File: src/rtl/vreg_pkg.sv
package vreg_pkg;
  // Phases of one serial frame
  typedef enum logic [2:0] {
    PH_IDLE,
    PH_LOW,   // data set, clock low
    PH_HIGH,  // clock high
    PH_GAP,   // all low before the latch
    PH_LOAD   // load strobe high
  } ph_e;

  // Request sequencer states
  typedef enum logic [1:0] {
    SQ_IDLE,
    SQ_LAUNCH,
    SQ_WAIT
  } sq_e;
endpackage

File: src/rtl/vreg_delay_timer.sv
module vreg_delay_timer #(
  parameter int DELAY_CYCLES = 50
) (
  input  logic clk,
  input  logic rst_n,
  input  logic reload,
  output logic zero
);
  localparam int CW = (DELAY_CYCLES > 1) ? $clog2(DELAY_CYCLES + 1) : 1;
  localparam logic [CW-1:0] LOAD_VAL = CW'(DELAY_CYCLES - 1);

  logic [CW-1:0] cnt_q;

  always_ff @(posedge clk or negedge rst_n) begin
    if (!rst_n)        cnt_q <= '0;
    else if (reload)   cnt_q <= LOAD_VAL;
    else if (cnt_q != '0) cnt_q <= cnt_q - 1'b1;
  end

  assign zero = (cnt_q == '0);
endmodule

File: src/rtl/vreg_code_map.sv
module vreg_code_map #(
  parameter int FREQ_W   = 24,
  parameter int CODE_W   = 12,
  parameter int LOW_KHZ  = 200000,
  parameter int HIGH_KHZ = 300000,
  parameter int CODE_LO  = 'hFFF,
  parameter int CODE_MID = 'hDE5,
  parameter int CODE_HI  = 'h325
) (
  input  logic [FREQ_W-1:0] khz,
  output logic [CODE_W-1:0] code
);
  localparam logic [FREQ_W-1:0] LIM_LO = FREQ_W'(LOW_KHZ);
  localparam logic [FREQ_W-1:0] LIM_HI = FREQ_W'(HIGH_KHZ);

  always_comb begin
    if (khz < LIM_LO)      code = CODE_W'(CODE_LO);
    else if (khz < LIM_HI) code = CODE_W'(CODE_MID);
    else                   code = CODE_W'(CODE_HI);
  end
endmodule

File: src/rtl/vreg_step_calc.sv
module vreg_step_calc #(
  parameter int CODE_W = 12,
  parameter int STEP   = 256
) (
  input  logic [CODE_W-1:0] cur,
  input  logic [CODE_W-1:0] tgt,
  input  logic              force_jump,
  output logic [CODE_W-1:0] nxt
);
  localparam logic [CODE_W:0]   STEP_X = (CODE_W+1)'(STEP);
  localparam logic [CODE_W-1:0] STEP_C = CODE_W'(STEP);

  logic [CODE_W:0] cur_x, tgt_x;
  assign cur_x = {1'b0, cur};
  assign tgt_x = {1'b0, tgt};

  always_comb begin
    if (force_jump)                 nxt = tgt;
    else if (cur_x + STEP_X < tgt_x) nxt = cur + STEP_C;
    else if (cur_x > tgt_x + STEP_X) nxt = cur - STEP_C;
    else                            nxt = tgt;
  end
endmodule

File: src/rtl/vreg_frame_shifter.sv
module vreg_frame_shifter
  import vreg_pkg::*;
#(
  parameter int CODE_W       = 12,
  parameter int DELAY_CYCLES = 50
) (
  input  logic              clk,
  input  logic              rst_n,
  input  logic              start,
  input  logic [CODE_W-1:0] word,
  output logic              sdata,
  output logic              sclk,
  output logic              sld,
  output logic              frame_done
);
  localparam int IW = $clog2(CODE_W);

  ph_e               ph_q;
  logic [CODE_W-1:0] sh_q;
  logic [IW-1:0]     left_q;
  logic              tick;
  logic              reload;

  assign reload = ((ph_q == PH_IDLE) && start) || ((ph_q != PH_IDLE) && tick);

  vreg_delay_timer #(.DELAY_CYCLES(DELAY_CYCLES)) u_tmr (
    .clk(clk), .rst_n(rst_n), .reload(reload), .zero(tick)
  );

  always_ff @(posedge clk or negedge rst_n) begin
    if (!rst_n) begin
      ph_q       <= PH_IDLE;
      sh_q       <= '0;
      left_q     <= '0;
      sdata      <= 1'b0;
      sclk       <= 1'b0;
      sld        <= 1'b0;
      frame_done <= 1'b0;
    end else begin
      frame_done <= 1'b0;
      case (ph_q)
        PH_IDLE: if (start) begin
          sh_q   <= word;
          sdata  <= word[CODE_W-1];
          sclk   <= 1'b0;
          sld    <= 1'b0;
          left_q <= IW'(CODE_W - 1);
          ph_q   <= PH_LOW;
        end
        PH_LOW: if (tick) begin
          sclk <= 1'b1;
          ph_q <= PH_HIGH;
        end
        PH_HIGH: if (tick) begin
          sclk <= 1'b0;
          if (left_q == '0) begin
            sdata <= 1'b0;
            ph_q  <= PH_GAP;
          end else begin
            left_q <= left_q - 1'b1;
            sh_q   <= {sh_q[CODE_W-2:0], 1'b0};
            sdata  <= sh_q[CODE_W-2];
            ph_q   <= PH_LOW;
          end
        end
        PH_GAP: if (tick) begin
          sld  <= 1'b1;
          ph_q <= PH_LOAD;
        end
        PH_LOAD: if (tick) begin
          sld        <= 1'b0;
          frame_done <= 1'b1;
          ph_q       <= PH_IDLE;
        end
        default: ph_q <= PH_IDLE;
      endcase
    end
  end
endmodule

File: src/rtl/vreg_step_loader.sv
module vreg_step_loader
  import vreg_pkg::*;
#(
  parameter int FREQ_W       = 24,
  parameter int CODE_W       = 12,
  parameter int STEP         = 256,
  parameter int DELAY_CYCLES = 50,
  parameter int LOW_KHZ      = 200000,
  parameter int HIGH_KHZ     = 300000,
  parameter int CODE_LO      = 'hFFF,
  parameter int CODE_MID     = 'hDE5,
  parameter int CODE_HI      = 'h325,
  parameter int RESET_CODE   = 'hFFF
) (
  input  logic              clk,
  input  logic              rst_n,
  input  logic              req_valid,
  output logic              req_ready,
  input  logic [FREQ_W-1:0] req_khz,
  input  logic              req_force,
  output logic              ser_data,
  output logic              ser_clk,
  output logic              ser_ld,
  output logic              busy,
  output logic              done
);
  sq_e               st_q;
  logic [CODE_W-1:0] cur_q, tgt_q, frame_q;
  logic              force_q;
  logic [CODE_W-1:0] map_code, step_code;
  logic              frame_done;

  vreg_code_map #(
    .FREQ_W(FREQ_W), .CODE_W(CODE_W), .LOW_KHZ(LOW_KHZ), .HIGH_KHZ(HIGH_KHZ),
    .CODE_LO(CODE_LO), .CODE_MID(CODE_MID), .CODE_HI(CODE_HI)
  ) u_map (
    .khz(req_khz), .code(map_code)
  );

  vreg_step_calc #(.CODE_W(CODE_W), .STEP(STEP)) u_step (
    .cur(cur_q), .tgt(tgt_q), .force_jump(force_q), .nxt(step_code)
  );

  vreg_frame_shifter #(.CODE_W(CODE_W), .DELAY_CYCLES(DELAY_CYCLES)) u_shf (
    .clk(clk), .rst_n(rst_n),
    .start(st_q == SQ_LAUNCH), .word(step_code),
    .sdata(ser_data), .sclk(ser_clk), .sld(ser_ld),
    .frame_done(frame_done)
  );

  always_ff @(posedge clk or negedge rst_n) begin
    if (!rst_n) begin
      st_q    <= SQ_IDLE;
      cur_q   <= CODE_W'(RESET_CODE);
      tgt_q   <= CODE_W'(RESET_CODE);
      frame_q <= '0;
      force_q <= 1'b0;
      busy    <= 1'b0;
      done    <= 1'b0;
    end else begin
      done <= 1'b0;
      case (st_q)
        SQ_IDLE: if (req_valid) begin
          tgt_q   <= map_code;
          force_q <= req_force;
          busy    <= 1'b1;
          st_q    <= SQ_LAUNCH;
        end
        SQ_LAUNCH: begin
          frame_q <= step_code;
          force_q <= 1'b0;
          st_q    <= SQ_WAIT;
        end
        SQ_WAIT: if (frame_done) begin
          cur_q <= frame_q;
          if (frame_q == tgt_q) begin
            busy <= 1'b0;
            done <= 1'b1;
            st_q <= SQ_IDLE;
          end else begin
            st_q <= SQ_LAUNCH;
          end
        end
        default: st_q <= SQ_IDLE;
      endcase
    end
  end

  assign req_ready = !busy;
endmodule

File: config.mk
export PLATFORM = sky130hd
export DESIGN_NAME = vreg_step_loader
export DESIGN_NICKNAME = d
export VERILOG_FILES = /design/src/rtl/vreg_pkg.sv /design/src/rtl/vreg_delay_timer.sv /design/src/rtl/vreg_code_map.sv /design/src/rtl/vreg_step_calc.sv /design/src/rtl/vreg_frame_shifter.sv /design/src/rtl/vreg_step_loader.sv
export SDC_FILE = /design/constraint.sdc
export NUM_CORES = 1
export LEC_CHECK = 0
export BUFFER_PORTS_ARGS = -buffer_cell sky130_fd_sc_hd__buf_4
export CAP_MARGIN = 20
export CORE_MARGIN = 2
export CORE_UTILIZATION = 50
export DETAILED_ROUTE_END_ITERATION = 8
export PLACE_DENSITY = 0.66
export SYNTH_ARGS = -nofsm -noshare
export SYNTH_HDL_FRONTEND = slang
export SYNTH_SLANG_ARGS = --single-unit
export TNS_END_PERCENT = 1
File: constraint.sdc
create_clock -name clk -period 4.1 [get_ports clk]
set_clock_uncertainty 0.15 [all_clocks]
set_input_delay 0.82 -clock clk [delete_from_list [all_inputs] [get_ports clk]]
set_output_delay 0.82 -clock clk [all_outputs]
set_load 0.005 [all_outputs]
### After elaboration in Yosys (flattened, before gate mapping)

Cells that the tools add are included.

| word-level totals | value |
|---|---|
| register bits after elaboration | 69 |
| input port bits | 28 |
| output and inout port bits | 6 |

| cells by class | value |
|---|---|
| $add $sub $neg | 6 |
| order comparisons | 4 |
| eq/ne operators | 16 |
| mux-type cells | 46 |
| reductions and logical operators | 26 |

Operator list:

| kind | count |
|---|---|
| $mux W12 | 5 |
| $mux W11 | 3 |
| $add A12 B9 Y13 const B | 2 |
| $lt A24 B18 Y1 const B | 1 |
| $lt A24 B19 Y1 const B | 1 |
| $pmux W11 S2 | 1 |
| $mux W1 | 16 |
| $reduce_and A4 Y1 | 4 |
| $mux W3 | 5 |
| $pmux W3 S5 | 1 |
| $gt A12 B13 Y1 | 1 |
| $lt A13 B12 Y1 | 1 |
| $add A12 B9 Y12 const B | 1 |
| $eq A12 B12 Y1 | 1 |
| $mux W4 | 3 |
| $mux W6 | 2 |
| $ne A2 B1 Y1 const B | 6 |
| $sub A12 B9 Y12 const B | 1 |
| $reduce_bool A3 Y1 | 3 |
| $pmux W4 S2 | 1 |
| $reduce_and A2 Y1 | 4 |
| $reduce_bool A2 Y1 | 4 |
| $eq A3 B2 Y1 const B | 2 |
| $logic_not A6 Y1 | 1 |
| 20 further kinds | 28 |

### Depth between registers and ports, before layout

| depth | value |
|---|---|
| depth in word-level cells | 7 |
| mapped depth | 10 |
| gate-level depth less buffers | 9 |

### Hierarchy

From an unflattened synthesis, not the netlist that was laid out.

| second synthesis, totals | value |
|---|---|
| cells, all modules | 397 |
| area total of the unflattened synthesis | 4364.2 sq um |

Modules (own cells, without submodules):

| module | instances | cells each | area each (sq um) | sequential area each (sq um) |
|---|---|---|---|---|
| vreg_step_loader | 1 | 139 | 1790.5 | 1056.0 |
| vreg_frame_shifter | 1 | 99 | 1191.1 | 550.5 |
| vreg_step_calc | 1 | 95 | 834.6 | 0.0 |
| vreg_delay_timer | 1 | 33 | 337.8 | 150.1 |
| vreg_code_map | 1 | 31 | 210.2 | 0.0 |

### Least setup slack after synthesis

Ideal clock, no wire load.

| path | value |
|---|---|
| path kind | flip-flop to flip-flop |
| from | register tgt_q[9] |
| to | register u_shf.sh_q[3] |
| data arrival time | 2.786 ns |
| data required time | 3.821 ns |
| path slack | 1.036 ns |
| cell stages (with the launch flop) | 11 |
| buffers on the path | 1 |
| clock period less this slack | 3.064 ns |
| cell sequence | dfstp_2 -> clkbuf_1 -> inv_1 -> ha_1 -> ha_1 -> a21oi_1 -> o32ai_2 -> or3_4 -> a22oi_4 -> nor3_2 -> a2111o_1 |

| between the ends | value |
|---|---|
| longest elaborated chain between the ends | 7 |
| elaborated cells between the ends (all ways) | 8 |

Ends and longest elaborated chain:

| element | line | RTL |
|---|---|---|
| from (decl) | vreg_step_loader.sv:28 | `logic [CODE_W-1:0] cur_q, tgt_q, frame_q;` |
| from (signal assigned) | vreg_step_loader.sv:55 | `tgt_q <= CODE_W'(RESET_CODE);` |
| from (signal assigned) | vreg_step_loader.sv:64 | `tgt_q <= map_code;` |
| $add A12 B9 Y13 | vreg_step_calc.sv:20 | `else if (cur_x > tgt_x + STEP_X) nxt = cur - STEP_C;` |
| $gt A12 B13 Y1 | vreg_step_calc.sv:20 |  |
| $mux W12 | vreg_step_calc.sv:20 |  |
| $mux W12 (*) | vreg_step_calc.sv:19 | `else if (cur_x + STEP_X < tgt_x) nxt = cur + STEP_C;` |
| $mux W12 (*) | vreg_step_calc.sv:18 | `if (force_jump) nxt = tgt;` |
| $mux W11 (*) | vreg_frame_shifter.sv:42 | `PH_IDLE: if (start) begin` |
| $pmux W11 S2 (*) | vreg_frame_shifter.sv:41 | `case (ph_q)` |
| to (signal assigned) | vreg_frame_shifter.sv:43 | `sh_q <= word;` |
| to (signal assigned) | vreg_frame_shifter.sv:61 | `sh_q <= {sh_q[CODE_W-2:0], 1'b0};` |
| to (decl) | vreg_frame_shifter.sv:19 | `logic [CODE_W-1:0] sh_q;` |

Mark *: on every way between the ends. The rest lies on a longest branch, timed or not. The select of a mux whose other input is x is not followed.
A chain may end at the register's enable or synchronous reset.

### Final worst setup path

| path | value |
|---|---|
| from | register cur_q[8] |
| to | register u_shf.sh_q[9] |

| between the ends | value |
|---|---|
| longest elaborated chain between the ends | 6 |
| elaborated cells between the ends (all ways) | 10 |

Ends and longest elaborated chain:

| element | line | RTL |
|---|---|---|
| from (decl) | vreg_step_loader.sv:28 |  |
| from (signal assigned) | vreg_step_loader.sv:54 | `cur_q <= CODE_W'(RESET_CODE);` |
| from (signal assigned) | vreg_step_loader.sv:75 | `cur_q <= frame_q;` |
| $add A12 B9 Y13 (tied with other cells) | vreg_step_calc.sv:19 |  |
| $lt A13 B12 Y1 or $mux W12 (tied branches) | vreg_step_calc.sv:19, vreg_step_calc.sv:20 |  |
| $mux W12 (*) | vreg_step_calc.sv:19 |  |
| $mux W12 (*) | vreg_step_calc.sv:18 |  |
| $mux W11 (*) | vreg_frame_shifter.sv:42 |  |
| $pmux W11 S2 (*) | vreg_frame_shifter.sv:41 |  |

Marked as above.

==> flow_metrics.py <==
metrics = {
    "run_status": {
        "status": "complete, no violations",
    },
    "placement": {
        "portBuffers": 28,
        "dp_hpwl_um": 5856,
        "place_congestion": 0.8501,
    },
    "yosys": {
        "synth-async-reset-ratio_pct": 100.0,
        "synth_ff_type": "dfrtp_1",
        "synth_nets": 424,
        "synth_xor_xnor_area_share_pct": 2.153,
        "synth_compound_area_share_pct": 18.82,
        "synthMuxAreaShare_pct": 4.757,
        "synth_seq_cells": 60,
        "synth_cells": 379,
        "yosysSeqAreaShare_pct": 42.19,
        "synthSimpleGateAreaFrac_pct": 22.12,
        "synth.avg_cell_area_sq_um": 9.508,
        "syn-cell-area_sq_um": 3603,
        "synth-adder-area-share_pct": 5.903,
        "synth_edf_count": 0,
        "synth_top_family_by_area": "simple AND/OR/NAND/NOR gates",
        "synth_cell_type_count": 66,
        "yosysWarnings": 0,
    },
    "run": {
        "cap_violations": 0,
    },
    "setup_path": {
        "worstPathArrival_ps": 3410,
        "critical_path_class": "register to register",
        "path_cells": "inv_1, ha_1, ha_1, nand4_1, a211oi_1, nor2_1, a32o_1, a211o_1",
        "critPathSlowestCell": "dfstp_2",
        "cp_top_family": "compound AO/OA/AOI/OAI gates",
        "critPathLaunchType": "register",
        "cp_max_fo": 9,
        "critical_path_required_ps": 4190,
        "max_stage_delay_ps": 650,
        "critPathBufInv": 1,
        "cp_common_cell": "ha_1",
        "end_kind": "register",
    },
    "sta": {
        "final_max_slew_viol_count": 0,
        "tns_ps": 0,
        "setup_viol": 0,
        "post-route-period-util_pct": 80.82,
        "tightest_slew_ps": 844.7,
        "whs_ps": 323.8,
        "hold_viol": 0,
        "rsz0062_at_grt": "false",
        "relSlewSlack_pct": 43.69,
        "finalCriticalPeriod_ps": 3314,
        "fmaxAchievable_mhz": 301.8,
    },
    "global_routing": {
        "grt_max_degree": 61,
        "antenna_found_initial": 0,
        "overflow": 0,
        "grt_pass1_vias": 2939,
        "grt_usage_pct": 23.27,
        "grt_pass1_wl_um": 13900,
    },
    "final_layout": {
        "final_nets": 448,
        "fillers": 620,
        "area_growth_pct": 13.47,
        "multi_input_area_sq_um": 1937,
        "final_cell_mix": "45 x dfrtp_1, 38 x nor2_1, 36 x nand2_1",
        "antenna_cells": 0,
        "drive_gt1_share_pct": 22.55,
        "layout_commonest_cell": "dfrtp_1",
        "regArea_sq_um": 1520,
    },
    "floorplan": {
        "rows": 30,
        "die_area_sq_um": 7902,
        "core_sq_um": 6869,
        "die_w_um": 88.90,
        "initial_utilization_pct": 52.46,
        "die_y_um": 88.90,
        "io_pins": 34,
    },
    "clock_tree": {
        "cts-root-buf": "clkbuf_8",
        "cts_resized": 0,
        "clock_sinks": 60,
        "postCtsSetupBuffers": 0,
        "cts.clk_slew.worst_paths_ps": 70,
        "cts_hold_buf": 0,
        "htree_levels": 3,
        "numCtsBuffers": 9,
        "clock_path_buffers": 2,
        "cts_tree": "yes",
        "clock_latency_ps": 350,
    },
    "route": {
        "routed_wl_um": 8371,
        "vias_per_cell": 5.940,
        "drt_iter0_drc": 251,
        "ant_nets": 0,
        "num_vias": 2994,
        "dr.pass1.iters": 5,
        "drc": 0,
        "wire_per_inst_um": 16.61,
    },
    "pwr": {
        "power.total_uw": 1251,
        "p_leak_uw": 0.001887,
        "power_density_nw_per_um2": 306.0,
        "peakVddDrop_v": 0.0001779,
    },
    "min_path": {
        "hold_class": "register to register",
    },
}
==> synth_stat cells, types with 2 or more instances <==
library cell	number	area [sq um]
a2111o_1	3	33.78
a211oi_1	5	37.54
a21o_1	2	15.01
a21oi_1	22	110.1
a22o_1	3	26.28
a22oi_1	5	37.54
a31oi_1	12	75.07
and2_1	4	25.02
and3_1	3	18.77
buf_2	4	20.02
buf_6	2	22.52
clkbuf_1	10	37.54
dfrtp_1	45	1126
dfstp_2	15	394.1
ha_1	17	212.7
inv_1	14	52.55
mux2_2	13	146.4
nand2_1	36	135.1
nand2b_1	4	25.02
nand3_1	15	75.07
nand3b_1	5	37.54
nand4_1	10	62.56
nor2_1	38	142.6
nor3_1	8	40.04
nor3b_1	5	37.54
nor4_1	3	18.77
nor4b_1	2	17.52
o21ai_0	20	100.1
o22ai_1	2	12.51
o31ai_1	6	45.04
or3_1	2	12.51
or4_1	5	37.54
xnor2_1	5	43.79
xor2_1	2	17.52
==> cells by family (layout without fill, tap and decap cells) <==
group	count (synthesis)	count (layout)
AOI/OAI and AO/OA	97	97
xor gates and xnor gates	8	8
adders and majority gates	17	17
buffers and inverters	31	60
DFF	60	60
muxes	15	15
and+or+nand+nor	151	151
==> sequential cells by signal, indices dropped and copies added (netlist names) <==
register	count
u_shf.sld	1
busy	1
done	1
cur_q	12
st_q	2
u_shf.ph_q	3
u_shf.sclk	1
force_q	1
u_shf.sdata	1
u_shf.left_q	4
u_shf.u_tmr.cnt_q	6
u_shf.frame_done	1
frame_q	12
tgt_q	3
u_shf.sh_q	11
==> power breakdown <==
part           internal (uW)  switching (uW)
clock                    377             250
combinational           15.2            16.2
sequential               593               0
==> path summary, 6_finish.rpt <==
path	slack (ps)	cells after the start	startpoint	to
max	790	8	cur_q[8]$_DFFE_PN1P_	u_shf.sh_q[9]$_DFFE_PN0P_
min	320	1	u_shf.frame_done$_DFF_PN0_	st_q[1]$_DFFE_PN0P_
max reg2reg	790	8	cur_q[8]$_DFFE_PN1P_	u_shf.sh_q[9]$_DFFE_PN0P_
min reg2reg	320	1	u_shf.frame_done$_DFF_PN0_	st_q[1]$_DFFE_PN0P_
max in group asynchronous	2920	1	rst_n	frame_q[0]$_DFFE_PN0P_
min in group asynchronous	380	1	rst_n	u_shf.left_q[2]$_DFFE_PN0P_
==> area by class of cell <==
class / instances / area share, %
Tap cell: 96 / 2.938
Clock inverter: 5 / 2.020
Multi-Input combinational cell: 288 / 47.37
Sequential cell: 60 / 37.18
Clock buffer: 11 / 3.703
Inverter: 14 / 1.285
Timing Repair Buffer: 30 / 5.508
==> per-layer routing <==
| layer | up-vias | global-route usage [%] | part of all wire (%) |
|---|---|---|---|
| met5 | - | 0 | 0 |
| met4 | 0 | 8.815 | 2.0 |
| met3 | 16 | 5.263 | 4.3 |
| met2 | 81 | 35.69 | 45 |
| met1 | 1452 | 32.31 | 49 |
| li1 | 1445 | - | - |
==> metrics by stage <==
stage / cell area, sq um / utilization, % / cells / setup WS [ps]
floorplan: 3603 / - / 379 / 1036
global placement: 3847 / 56.01 / 487 / 906.3
detailed placement: 3847 / 56.01 / 487 / 855.5
CTS: 4081 / 59.42 / 503 / 837.1
global route: 4089 / 59.53 / 504 / 590.0
finish: 4089 / 59.53 / 504 / 786.4
(Power assumes the default switching activity.)
